**src/rtl/accel_seq_pkg.sv**
```systemverilog
package accel_seq_pkg;

  typedef enum logic [2:0] {
    ENG_IDLE,
    ENG_SETUP,
    ENG_LOW,
    ENG_HIGH,
    ENG_GAP
  } eng_state_t;

  typedef enum logic [2:0] {
    CT_ID,
    CT_ID_WAIT,
    CT_CFG,
    CT_CFG_WAIT,
    CT_ARM,
    CT_RD_WAIT,
    CT_HALT
  } ctl_state_t;

  typedef struct packed {
    logic [7:0] addr;
    logic [7:0] data;
  } reg_write_t;

  localparam int AXES        = 3;
  localparam int DATA_BYTES  = 2 * AXES;
  localparam int BURST_LEN   = DATA_BYTES + 1;
  localparam int SINGLE_LEN  = 2;
  localparam int CFG_COUNT   = 4;

  localparam logic [7:0] FLAG_READ  = 8'h80;
  localparam logic [7:0] FLAG_MULTI = 8'h40;
  localparam logic [7:0] IDENT_REG  = 8'h00;
  localparam logic [7:0] AXIS_BASE  = 8'h32;

  // bring-up order matters: measurement mode must be entered last
  function automatic reg_write_t cfg_entry(input logic [1:0] idx);
    reg_write_t w;
    case (idx)
      2'd0:    w = '{addr: 8'h31, data: 8'h20};
      2'd1:    w = '{addr: 8'h2E, data: 8'h80};
      2'd2:    w = '{addr: 8'h2C, data: 8'h0F};
      default: w = '{addr: 8'h2D, data: 8'h08};
    endcase
    return w;
  endfunction

endpackage

```
**src/rtl/reset_release_sync.sv**
```systemverilog
module reset_release_sync (
  input  logic clk,
  input  logic arst_n,
  output logic srst_n
);
  logic [1:0] stage_q;

  always_ff @(posedge clk or negedge arst_n) begin
    if (!arst_n) stage_q <= 2'b00;
    else         stage_q <= {stage_q[0], 1'b1};
  end

  assign srst_n = stage_q[1];
endmodule

```
**src/rtl/bit_sync2.sv**
```systemverilog
module bit_sync2 #(
  parameter logic RESET_VAL = 1'b1
) (
  input  logic clk,
  input  logic rst_n,
  input  logic d,
  output logic q
);
  logic meta_q, hold_q;

  always_ff @(posedge clk or negedge rst_n) begin
    if (!rst_n) begin
      meta_q <= RESET_VAL;
      hold_q <= RESET_VAL;
    end else begin
      meta_q <= d;
      hold_q <= meta_q;
    end
  end

  assign q = hold_q;
endmodule

```
**src/rtl/spi_mode3_engine.sv**
```systemverilog
module spi_mode3_engine
  import accel_seq_pkg::*;
#(
  parameter int HALF_PERIOD_CYC = 25,
  parameter int CS_GAP_HALVES   = 2
) (
  input  logic       clk,
  input  logic       rst_n,
  input  logic       start,
  input  logic [7:0] tx_addr,
  input  logic [7:0] tx_data,
  input  logic [2:0] frame_len,
  output logic       busy,
  output logic       done,
  output logic       rx_valid,
  output logic [7:0] rx_byte,
  output logic [2:0] rx_index,
  output logic       sclk,
  output logic       mosi,
  input  logic       miso,
  output logic       cs_n
);
  localparam int HCW = (HALF_PERIOD_CYC > 1) ? $clog2(HALF_PERIOD_CYC) : 1;
  localparam int GCW = (CS_GAP_HALVES > 1) ? $clog2(CS_GAP_HALVES) : 1;
  localparam logic [HCW-1:0] HLAST = HCW'(HALF_PERIOD_CYC - 1);
  localparam logic [GCW-1:0] GLAST = GCW'(CS_GAP_HALVES - 1);

  eng_state_t     st_q, st_d;
  logic [HCW-1:0] hcnt_q, hcnt_d;
  logic [GCW-1:0] gcnt_q, gcnt_d;
  logic [2:0]     bit_q, bit_d;
  logic [2:0]     byte_q, byte_d;
  logic [2:0]     len_q, len_d;
  logic [7:0]     tx_sh_q, tx_sh_d;
  logic [7:0]     sec_q, sec_d;
  logic [7:0]     rx_sh_q, rx_sh_d;
  logic [7:0]     rxb_q, rxb_d;
  logic [2:0]     rxi_q, rxi_d;
  logic           rxv_q, rxv_d;
  logic           done_q, done_d;
  logic           sclk_q, sclk_d;
  logic           cs_q, cs_d;
  logic           tick;

  assign tick = (hcnt_q == HLAST);

  always_comb begin
    st_d    = st_q;
    hcnt_d  = (st_q == ENG_IDLE || tick) ? '0 : hcnt_q + 1'b1;
    gcnt_d  = gcnt_q;
    bit_d   = bit_q;
    byte_d  = byte_q;
    len_d   = len_q;
    tx_sh_d = tx_sh_q;
    sec_d   = sec_q;
    rx_sh_d = rx_sh_q;
    rxb_d   = rxb_q;
    rxi_d   = rxi_q;
    rxv_d   = 1'b0;
    done_d  = 1'b0;
    sclk_d  = sclk_q;
    cs_d    = cs_q;
    case (st_q)
      ENG_IDLE: begin
        if (start) begin
          st_d    = ENG_SETUP;
          tx_sh_d = tx_addr;
          sec_d   = tx_data;
          len_d   = frame_len;
          bit_d   = '0;
          byte_d  = '0;
          cs_d    = 1'b0;
        end
      end
      ENG_SETUP: begin
        if (tick) begin
          st_d   = ENG_LOW;
          sclk_d = 1'b0;
        end
      end
      ENG_LOW: begin
        if (tick) begin
          st_d    = ENG_HIGH;
          sclk_d  = 1'b1;
          rx_sh_d = {rx_sh_q[6:0], miso};
        end
      end
      ENG_HIGH: begin
        if (tick) begin
          if (bit_q == 3'd7) begin
            rxv_d = 1'b1;
            rxb_d = rx_sh_q;
            rxi_d = byte_q;
            bit_d = '0;
            if (byte_q == (len_q - 3'd1)) begin
              st_d   = ENG_GAP;
              cs_d   = 1'b1;
              gcnt_d = '0;
            end else begin
              st_d    = ENG_LOW;
              sclk_d  = 1'b0;
              byte_d  = byte_q + 3'd1;
              tx_sh_d = (byte_q == 3'd0) ? sec_q : 8'h00;
            end
          end else begin
            st_d    = ENG_LOW;
            sclk_d  = 1'b0;
            bit_d   = bit_q + 3'd1;
            tx_sh_d = {tx_sh_q[6:0], 1'b0};
          end
        end
      end
      ENG_GAP: begin
        if (tick) begin
          if (gcnt_q == GLAST) begin
            st_d   = ENG_IDLE;
            done_d = 1'b1;
          end else begin
            gcnt_d = gcnt_q + 1'b1;
          end
        end
      end
      default: st_d = ENG_IDLE;
    endcase
  end

  always_ff @(posedge clk or negedge rst_n) begin
    if (!rst_n) begin
      st_q    <= ENG_IDLE;
      hcnt_q  <= '0;
      gcnt_q  <= '0;
      bit_q   <= '0;
      byte_q  <= '0;
      len_q   <= '0;
      tx_sh_q <= '0;
      sec_q   <= '0;
      rx_sh_q <= '0;
      rxb_q   <= '0;
      rxi_q   <= '0;
      rxv_q   <= 1'b0;
      done_q  <= 1'b0;
      sclk_q  <= 1'b1;
      cs_q    <= 1'b1;
    end else begin
      st_q    <= st_d;
      hcnt_q  <= hcnt_d;
      gcnt_q  <= gcnt_d;
      bit_q   <= bit_d;
      byte_q  <= byte_d;
      len_q   <= len_d;
      tx_sh_q <= tx_sh_d;
      sec_q   <= sec_d;
      rx_sh_q <= rx_sh_d;
      rxb_q   <= rxb_d;
      rxi_q   <= rxi_d;
      rxv_q   <= rxv_d;
      done_q  <= done_d;
      sclk_q  <= sclk_d;
      cs_q    <= cs_d;
    end
  end

  assign busy     = (st_q != ENG_IDLE);
  assign done     = done_q;
  assign rx_valid = rxv_q;
  assign rx_byte  = rxb_q;
  assign rx_index = rxi_q;
  assign sclk     = sclk_q;
  assign mosi     = tx_sh_q[7];
  assign cs_n     = cs_q;
endmodule

```
**src/rtl/accel_seq_ctrl.sv**
```systemverilog
module accel_seq_ctrl
  import accel_seq_pkg::*;
#(
  parameter logic [7:0] EXPECT_ID = 8'hE5
) (
  input  logic       clk,
  input  logic       rst_n,
  input  logic       irq_active,
  input  logic       eng_busy,
  input  logic       eng_done,
  input  logic       rx_valid,
  input  logic [7:0] rx_byte,
  input  logic [2:0] rx_index,
  output logic       start,
  output logic [7:0] tx_addr,
  output logic [7:0] tx_data,
  output logic [2:0] frame_len,
  output logic       capture,
  output logic       id_error
);
  localparam int CIW = $clog2(CFG_COUNT);
  localparam logic [CIW-1:0] CLAST = CIW'(CFG_COUNT - 1);

  ctl_state_t     st_q, st_d;
  logic [CIW-1:0] cfg_q, cfg_d;
  logic [7:0]     id_q, id_d;
  logic           err_q, err_d;
  reg_write_t     cur_cfg;

  assign cur_cfg = cfg_entry(2'(cfg_q));

  always_comb begin
    st_d      = st_q;
    cfg_d     = cfg_q;
    id_d      = id_q;
    err_d     = err_q;
    start     = 1'b0;
    tx_addr   = 8'h00;
    tx_data   = 8'h00;
    frame_len = 3'(SINGLE_LEN);
    case (st_q)
      CT_ID: begin
        start   = 1'b1;
        tx_addr = FLAG_READ | IDENT_REG;
        st_d    = CT_ID_WAIT;
      end
      CT_ID_WAIT: begin
        if (rx_valid && rx_index == 3'd1) id_d = rx_byte;
        if (eng_done) begin
          if (id_q == EXPECT_ID) begin
            st_d  = CT_CFG;
            cfg_d = '0;
          end else begin
            st_d  = CT_HALT;
            err_d = 1'b1;
          end
        end
      end
      CT_CFG: begin
        start   = 1'b1;
        tx_addr = cur_cfg.addr;
        tx_data = cur_cfg.data;
        st_d    = CT_CFG_WAIT;
      end
      CT_CFG_WAIT: begin
        if (eng_done) begin
          if (cfg_q == CLAST) begin
            st_d = CT_ARM;
          end else begin
            cfg_d = cfg_q + 1'b1;
            st_d  = CT_CFG;
          end
        end
      end
      CT_ARM: begin
        tx_addr   = FLAG_READ | FLAG_MULTI | AXIS_BASE;
        frame_len = 3'(BURST_LEN);
        if (irq_active && !eng_busy) begin
          start = 1'b1;
          st_d  = CT_RD_WAIT;
        end
      end
      CT_RD_WAIT: begin
        if (eng_done) st_d = CT_ARM;
      end
      default: st_d = CT_HALT;
    endcase
  end

  always_ff @(posedge clk or negedge rst_n) begin
    if (!rst_n) begin
      st_q  <= CT_ID;
      cfg_q <= '0;
      id_q  <= '0;
      err_q <= 1'b0;
    end else begin
      st_q  <= st_d;
      cfg_q <= cfg_d;
      id_q  <= id_d;
      err_q <= err_d;
    end
  end

  assign capture  = (st_q == CT_RD_WAIT);
  assign id_error = err_q;
endmodule

```
**src/rtl/accel_sample_pack.sv**
```systemverilog
module accel_sample_pack
  import accel_seq_pkg::*;
(
  input  logic                     clk,
  input  logic                     rst_n,
  input  logic                     capture,
  input  logic                     rx_valid,
  input  logic [7:0]               rx_byte,
  input  logic [2:0]               rx_index,
  input  logic                     frame_done,
  output logic [AXES-1:0][15:0]    samples,
  output logic                     valid
);
  logic [DATA_BYTES-1:0][7:0] byte_q;
  logic [AXES-1:0][15:0]      smp_q, smp_d;
  logic                       vld_q, vld_d;
  logic                       publish;

  for (genvar b = 0; b < DATA_BYTES; b++) begin : g_byte
    logic load;
    assign load = capture && rx_valid && (rx_index == 3'(b + 1));
    always_ff @(posedge clk or negedge rst_n) begin
      if (!rst_n)    byte_q[b] <= '0;
      else if (load) byte_q[b] <= rx_byte;
    end
  end

  assign publish = capture && frame_done;

  for (genvar a = 0; a < AXES; a++) begin : g_axis
    always_comb begin
      smp_d[a] = smp_q[a];
      if (publish) smp_d[a] = {byte_q[2*a+1], byte_q[2*a]};
    end
  end

  assign vld_d = publish;

  always_ff @(posedge clk or negedge rst_n) begin
    if (!rst_n) begin
      smp_q <= '0;
      vld_q <= 1'b0;
    end else begin
      smp_q <= smp_d;
      vld_q <= vld_d;
    end
  end

  assign samples = smp_q;
  assign valid   = vld_q;
endmodule

```
**src/rtl/accel_spi_seq.sv**
```systemverilog
module accel_spi_seq
  import accel_seq_pkg::*;
#(
  parameter int         HALF_PERIOD_CYC = 25,
  parameter int         CS_GAP_HALVES   = 2,
  parameter logic [7:0] EXPECT_ID       = 8'hE5
) (
  input  logic               clk,
  input  logic               rst_n,
  output logic               spi_sclk,
  output logic               spi_mosi,
  input  logic               spi_miso,
  output logic               spi_cs_n,
  input  logic               sensor_int_n,
  output logic signed [15:0] sample_x,
  output logic signed [15:0] sample_y,
  output logic signed [15:0] sample_z,
  output logic               sample_valid,
  output logic               id_error
);
  logic                  core_rst_n;
  logic                  int_sync_n;
  logic                  eng_start, eng_busy, eng_done;
  logic [7:0]            eng_addr, eng_data;
  logic [2:0]            eng_len;
  logic                  rx_valid;
  logic [7:0]            rx_byte;
  logic [2:0]            rx_index;
  logic                  capture;
  logic [AXES-1:0][15:0] samples;

  reset_release_sync u_rst (
    .clk    (clk),
    .arst_n (rst_n),
    .srst_n (core_rst_n)
  );

  bit_sync2 #(.RESET_VAL(1'b1)) u_int_sync (
    .clk   (clk),
    .rst_n (core_rst_n),
    .d     (sensor_int_n),
    .q     (int_sync_n)
  );

  accel_seq_ctrl #(.EXPECT_ID(EXPECT_ID)) u_ctrl (
    .clk        (clk),
    .rst_n      (core_rst_n),
    .irq_active (~int_sync_n),
    .eng_busy   (eng_busy),
    .eng_done   (eng_done),
    .rx_valid   (rx_valid),
    .rx_byte    (rx_byte),
    .rx_index   (rx_index),
    .start      (eng_start),
    .tx_addr    (eng_addr),
    .tx_data    (eng_data),
    .frame_len  (eng_len),
    .capture    (capture),
    .id_error   (id_error)
  );

  spi_mode3_engine #(
    .HALF_PERIOD_CYC (HALF_PERIOD_CYC),
    .CS_GAP_HALVES   (CS_GAP_HALVES)
  ) u_eng (
    .clk       (clk),
    .rst_n     (core_rst_n),
    .start     (eng_start),
    .tx_addr   (eng_addr),
    .tx_data   (eng_data),
    .frame_len (eng_len),
    .busy      (eng_busy),
    .done      (eng_done),
    .rx_valid  (rx_valid),
    .rx_byte   (rx_byte),
    .rx_index  (rx_index),
    .sclk      (spi_sclk),
    .mosi      (spi_mosi),
    .miso      (spi_miso),
    .cs_n      (spi_cs_n)
  );

  accel_sample_pack u_pack (
    .clk        (clk),
    .rst_n      (core_rst_n),
    .capture    (capture),
    .rx_valid   (rx_valid),
    .rx_byte    (rx_byte),
    .rx_index   (rx_index),
    .frame_done (eng_done),
    .samples    (samples),
    .valid      (sample_valid)
  );

  assign sample_x = samples[0];
  assign sample_y = samples[1];
  assign sample_z = samples[2];
endmodule

```
**config.mk**
```make
export PLATFORM = sky130hd
export DESIGN_NAME = accel_spi_seq
export DESIGN_NICKNAME = d
export VERILOG_FILES = /design/src/rtl/accel_seq_pkg.sv /design/src/rtl/reset_release_sync.sv /design/src/rtl/bit_sync2.sv /design/src/rtl/spi_mode3_engine.sv /design/src/rtl/accel_seq_ctrl.sv /design/src/rtl/accel_sample_pack.sv /design/src/rtl/accel_spi_seq.sv
export SDC_FILE = /design/constraint.sdc
export NUM_CORES = 1
export LEC_CHECK = 0
export ABC_AREA = 1
export BUFFER_PORTS_ARGS = -buffer_cell sky130_fd_sc_hd__buf_2
export CAP_MARGIN = 20
export CORE_MARGIN = 1.5
export CORE_UTILIZATION = 64
export DETAILED_ROUTE_END_ITERATION = 10
export HOLD_SLACK_MARGIN = 0.15
export PLACE_DENSITY_LB_ADDON = 0.12
export SKIP_LAST_GASP = 1
export SYNTH_ARGS = -nofsm -noshare
export SYNTH_HDL_FRONTEND = slang
export SYNTH_SLANG_ARGS = --single-unit
```
**constraint.sdc**
```tcl
create_clock -name clk -period 8.43 [get_ports clk]
set_clock_uncertainty 0.15 [all_clocks]
set_input_delay 0.843 -clock clk [delete_from_list [all_inputs] [get_ports clk]]
set_output_delay 0.843 -clock clk [all_outputs]
set_load 0.1 [all_outputs]
```
; Yosys cells after proc, flatten, opt, wreduce, memory -nomap -nowiden
; Index checks and enable logic that the tools add are counted.
[word_totals]
wordCells = 179
inputBits = 4
ff_bits = 172
out_inout_bits = 53
[classes]
mux = 65
add_sub_neg = 6
n_eq_ne = 38
bitwise_logic = 2
reduce_logical = 36
[op_table]
columns = cell, count
row1 = 3-bit 2-to-1 mux, 21
row2 = 8-bit 2-to-1 mux, 6
row3 = 13-bit one-hot mux with 3 select lines, 1
row4 = 5-bit AND reduction, 5
row5 = 8-bit one-hot mux with 3 select lines, 1
row6 = "2-bit by 1-bit inequality test with 1-bit output, second input constant", 11
row7 = "3-bit == test, second input constant", 7
row8 = 1-bit 2-to-1 mux, 21
row9 = "3-bit by 2-bit == test with 1-bit output, second input constant", 6
row10 = 3-bit one-hot mux with 6 select lines, 1
row11 = 8-bit one-hot mux with 2 select lines, 1
row12 = 3-bit one-hot mux with 5 select lines, 1
row13 = 3-bit one-hot mux with 2 select lines, 2
row14 = 1-bit logical AND, 10
row15 = "3-bit by 1-bit == test with 1-bit output, second input constant", 3
row16 = 3-bit logical NOT, 3
row17 = 3-bit AND reduction, 3
row18 = "8-bit == test, second input constant", 1
row19 = 2-bit 2-to-1 mux, 4
row20 = "2-bit inequality test, second input constant", 4
row21 = 4-bit AND reduction, 2
row22 = "3-bit by 1-bit adder with 3-bit output, second input constant", 2
row23 = 1-bit one-hot mux with 2 select lines, 3
row24 = 2-bit AND reduction, 3
row25 = other kinds (20), 25

; Logic depth before layout (Yosys ltp)
[logic_depth]
depth_word = 7
mapped_depth = 12
mapped_depth_nobuf = 12

; By module
; A second synthesis with hierarchy kept.
[unflattened]
cells_unflattened = 853
area_unflattened_um2 = 7534.7
[by_module_without_submodules]
columns = mod, seq_area_each_um2, cells_per_inst, area_each_um2, n_inst
row1 = accel_sample_pack, 2427.3, 422, 3737.3, 1
row2 = spi_mode3_engine, 1428.9, 300, 2758.9, 1
row3 = accel_seq_ctrl, 350.3, 125, 928.4, 1
row4 = reset_release_sync, 50.0, 3, 53.8, 1
row5 = bit_sync2, 52.6, 2, 52.6, 1
row6 = accel_spi_seq, 0.0, 1, 3.8, 1

; Least setup slack after synthesis
; Ideal clock, no wire load.
[synth_path]
kind = register to output
start = register u_pack.smp_q, in the netlist u_pack.samples[0]
end = output port sample_x[0]
stages_incl_launch_ff = 1
t_arrival_ps = 898
n_path_buf = 0
setup_slack_ps = 6539
required_time_ps = 7437
cell_sequence = dfrtp_1
[synth_lines]
columns = item, line
row1 = "start, declared", accel_sample_pack.sv:15  ; logic [AXES-1:0][15:0] smp_q, smp_d;
row2 = "start signal, assigned", accel_sample_pack.sv:44  ; smp_q <= smp_d;
row3 = "end, declared", accel_spi_seq.sv:15  ; output logic signed [15:0] sample_x,
; No word-level cell between the ends.

; Worst setup path after layout
[layout_path]
start = register u_eng.cs_q (netlist: u_eng.cs_n)
end = output port spi_cs_n
[layout_lines]
columns = item, line
row1 = "start, declared", spi_mode3_engine.sv:42  ; logic cs_q, cs_d;
row2 = "start signal, assigned", spi_mode3_engine.sv:159  ; cs_q <= cs_d;
row3 = "end, declared", accel_spi_seq.sv:13  ; output logic spi_cs_n,
; No word-level cell between the ends.

==> out/metrics.csv <==
metric,value,unit
avgSynthCellArea,9.17,sq um
root_buffer,clkbuf_8,
final_cell_mix,"nand2_1, dfrtp_1, inv_1, buf_2, o21ai_0",
grt_usage,0.262,
routabilityCongestion,0.814,
clkLatencyLatePin,0.54,ns
ys.flop_type,dfrtp_1,
portBuffers,56,
max_stage_delay,0.53,ns
clockBufferDepth,2,
endpoint_kind,output port,
n_fill_cell,740,
pin_count,57,
met1_usage,0.345,
wire_per_inst,14.5,um
grtUsageMet2,0.436,
cts_resized,0,
cp-startpoint,u_eng.cs_n,
die_y,108,um
ys_seq_elements,167,
cp.required,7.44,ns
reg2reg_to,u_eng.byte_q[1],
status,completed,
row_count,38,
vias,5253,
dieArea,11600,sq um
hold_viol_final,0,
rsz0062_at_grt,no,
holdPathEnd,u_int_sync.q,
start_kind,flip-flop,
dr.first_iter.drc_count,382,
synth.net_count,784,
grt_pass1_vias,4893,
tns,0,ns
cts_sinks,167,
cts_tree,built,
finalSetupViolCount,0,
numCtsBuffers,17,
finish.net_count,845,
fin_crit,2.47,ns
die_w,108,um
layout-drive-gt1-share,0.162,
cp_slowest_cell,dfstp_2,
grt_max_degree,85,
hp-start,u_int_sync.meta_q,
vias_per_cell,5.36,
synth_cell_types,36,
grt_use_met3,0.0587,
r2r_cells,9,
regArea,4190,sq um
cap_violations,0,
crit_buf_inv,1,
dp_hpwl,8.83,mm
path_class,reg2out,
antenna_found_initial,0,
fin_cells,980,
start_util,0.652,
synth_edf_count,0,
placedCellCount,944,
gr-total-overflow,0,
wl,14.2,mm
r2r_start,u_eng.bit_q[0],
fmax,405,MHz
htree_levels,4,
cellLeakagePower,4.28,nW
grt_busiest_layer,met2,
drt_pass1_iterations,5,
cp_data_arrival_time,1.48,ns
drcViolationCount,0,
grt_pass1_wl,23.3,mm
relSlewSlack,0.474,
synth_cells,767,
synth_area,7030,sq um
min_path_type,reg2reg,
pwr_density_cell,198,nW/um^2
synthArstFlopShare,1.00,
slew_violations,0,
area_growth,14.8,%
cp_top_family,flip-flops,
post-route-period-util,0.293,
peakVddDrop,0.000150,V
cp_max_fo,2,
multi_input_area,2460,sq um
diodes,0,
coreArea,10800,sq um
yosysWarnings,0,
worst_pin_slew,0.786,ns
path_cells,buf_2,
drtAntennaViolNets,0,
final_common_cell,nand2_1,
yosysSeqAreaShare,0.595,
reg2reg_slack,6.07,ns
hold_depth,0,
cts.clk_slew.worst_paths,0.06,ns
==> what timing repair did <==
action / in CTS / in global routing
setup buffers: 0 / 0
hold buffers: 1 / 1
endpoints found under the hold margin: 2 / 7
==> kinds of logic after synthesis <==
kind of cell	after synthesis	share of synthesized area
xor+xnor	5	0.00623
buf+inv	89	0.0553
other cells	1	0.000533
fa+ha+maj	13	0.0231
simple gates	387	0.235
flops	167	0.595
compound gates	105	0.0847
==> registers in the layout, summed over array words and instances (netlist names), 2 cells and up <==
signal / count
u_ctrl.cfg_q: 2
u_ctrl.id_q: 8
u_ctrl.st_q: 3
u_eng.bit_q: 3
u_eng.byte_q: 3
u_eng.hcnt_q: 5
u_eng.len_q: 2
u_eng.rx_byte: 8
u_eng.rx_index: 3
u_eng.rx_sh_q: 8
u_eng.sec_q: 4
u_eng.st_q: 3
u_eng.tx_sh_q: 8
u_pack.byte_q: 48
u_pack.samples: 48
u_rst.stage_q: 2
==> metal layers <==
metal / share of wire / wire length [um] / vias up
met5: 0 / 0 / -
met4: 0.015 / 208 / 0
met3: 0.045 / 645 / 17
met2: 0.51 / 7190 / 138
met1: 0.43 / 6140 / 2554
li1: - / - / 2544
==> synthesized netlist by cell type (3+ instances only) <==
cell	count	share of area
nand2_1	304	0.16
dfrtp_1	163	0.58
inv_1	64	0.034
o21ai_0	54	0.038
nand3_1	26	0.019
o21ai_1	25	0.018
nor2_1	24	0.013
o21ai_2	16	0.020
ha_1	13	0.023
buf_2	12	0.0085
nand2_2	6	0.0053
a21oi_1	5	0.0036
buf_6	5	0.0080
nor3_1	5	0.0036
clkbuf_1	4	0.0021
dfstp_2	4	0.015
nand4_1	4	0.0036
or2_2	4	0.0036
inv_2	3	0.0016
nand3_4	3	0.0075
xor2_1	3	0.0037
==> report_power, final <==
group          switching, W  total (W)  internal, W
sequential       0.00000104   0.000805     0.000804
combinational     0.0000151  0.0000193   0.00000419
clock              0.000293   0.000773     0.000480
total              0.000309    0.00160      0.00129
==> worst max-delay path by stage <==
stage	end	slack (ns)	cells after the start
6_report	spi_cs_n	5.96	1
5_1_grt	u_eng.byte_q[2]	5.87	10
4_1_cts	u_pack.samples[23]	5.82	8
3_5_place_dp	u_pack.samples[37]	5.88	8
3_3_place_gp	u_pack.samples[38]	6.00	8
2_1_floorplan	u_ctrl.cfg_q[0]	3.29	0
==> area by class of cell <==
type                       instances  area share
clock inverter                     8      0.0149
timing repair buffer              63      0.0493
sequential                       167       0.519
inverter                          68      0.0319
multi-input combinational        511       0.305
tap                              140      0.0217
clock buffer                      23      0.0590
==> stage by stage <==
| stage | worst slack, ns | hold slack, ns | util | total power [W] | instance area, sq um |
|---|---|---|---|---|---|
| 2_1_floorplan | 3.29 | 0.181 | - | 0.000830 | 7030 |
| 3_3_place_gp | 6.00 | 0.190 | 0.683 | 0.000835 | 7380 |
| 3_5_place_dp | 5.88 | 0.193 | 0.683 | 0.000835 | 7380 |
| 4_1_cts | 5.82 | 0.206 | 0.740 | 0.00160 | 7980 |
| 5_1_grt | 5.87 | 0.208 | 0.748 | 0.00164 | 8080 |
| 6_report | 5.96 | 0.205 | 0.748 | 0.00160 | 8080 |
Note: power is estimated with default switching activity, not from simulation.
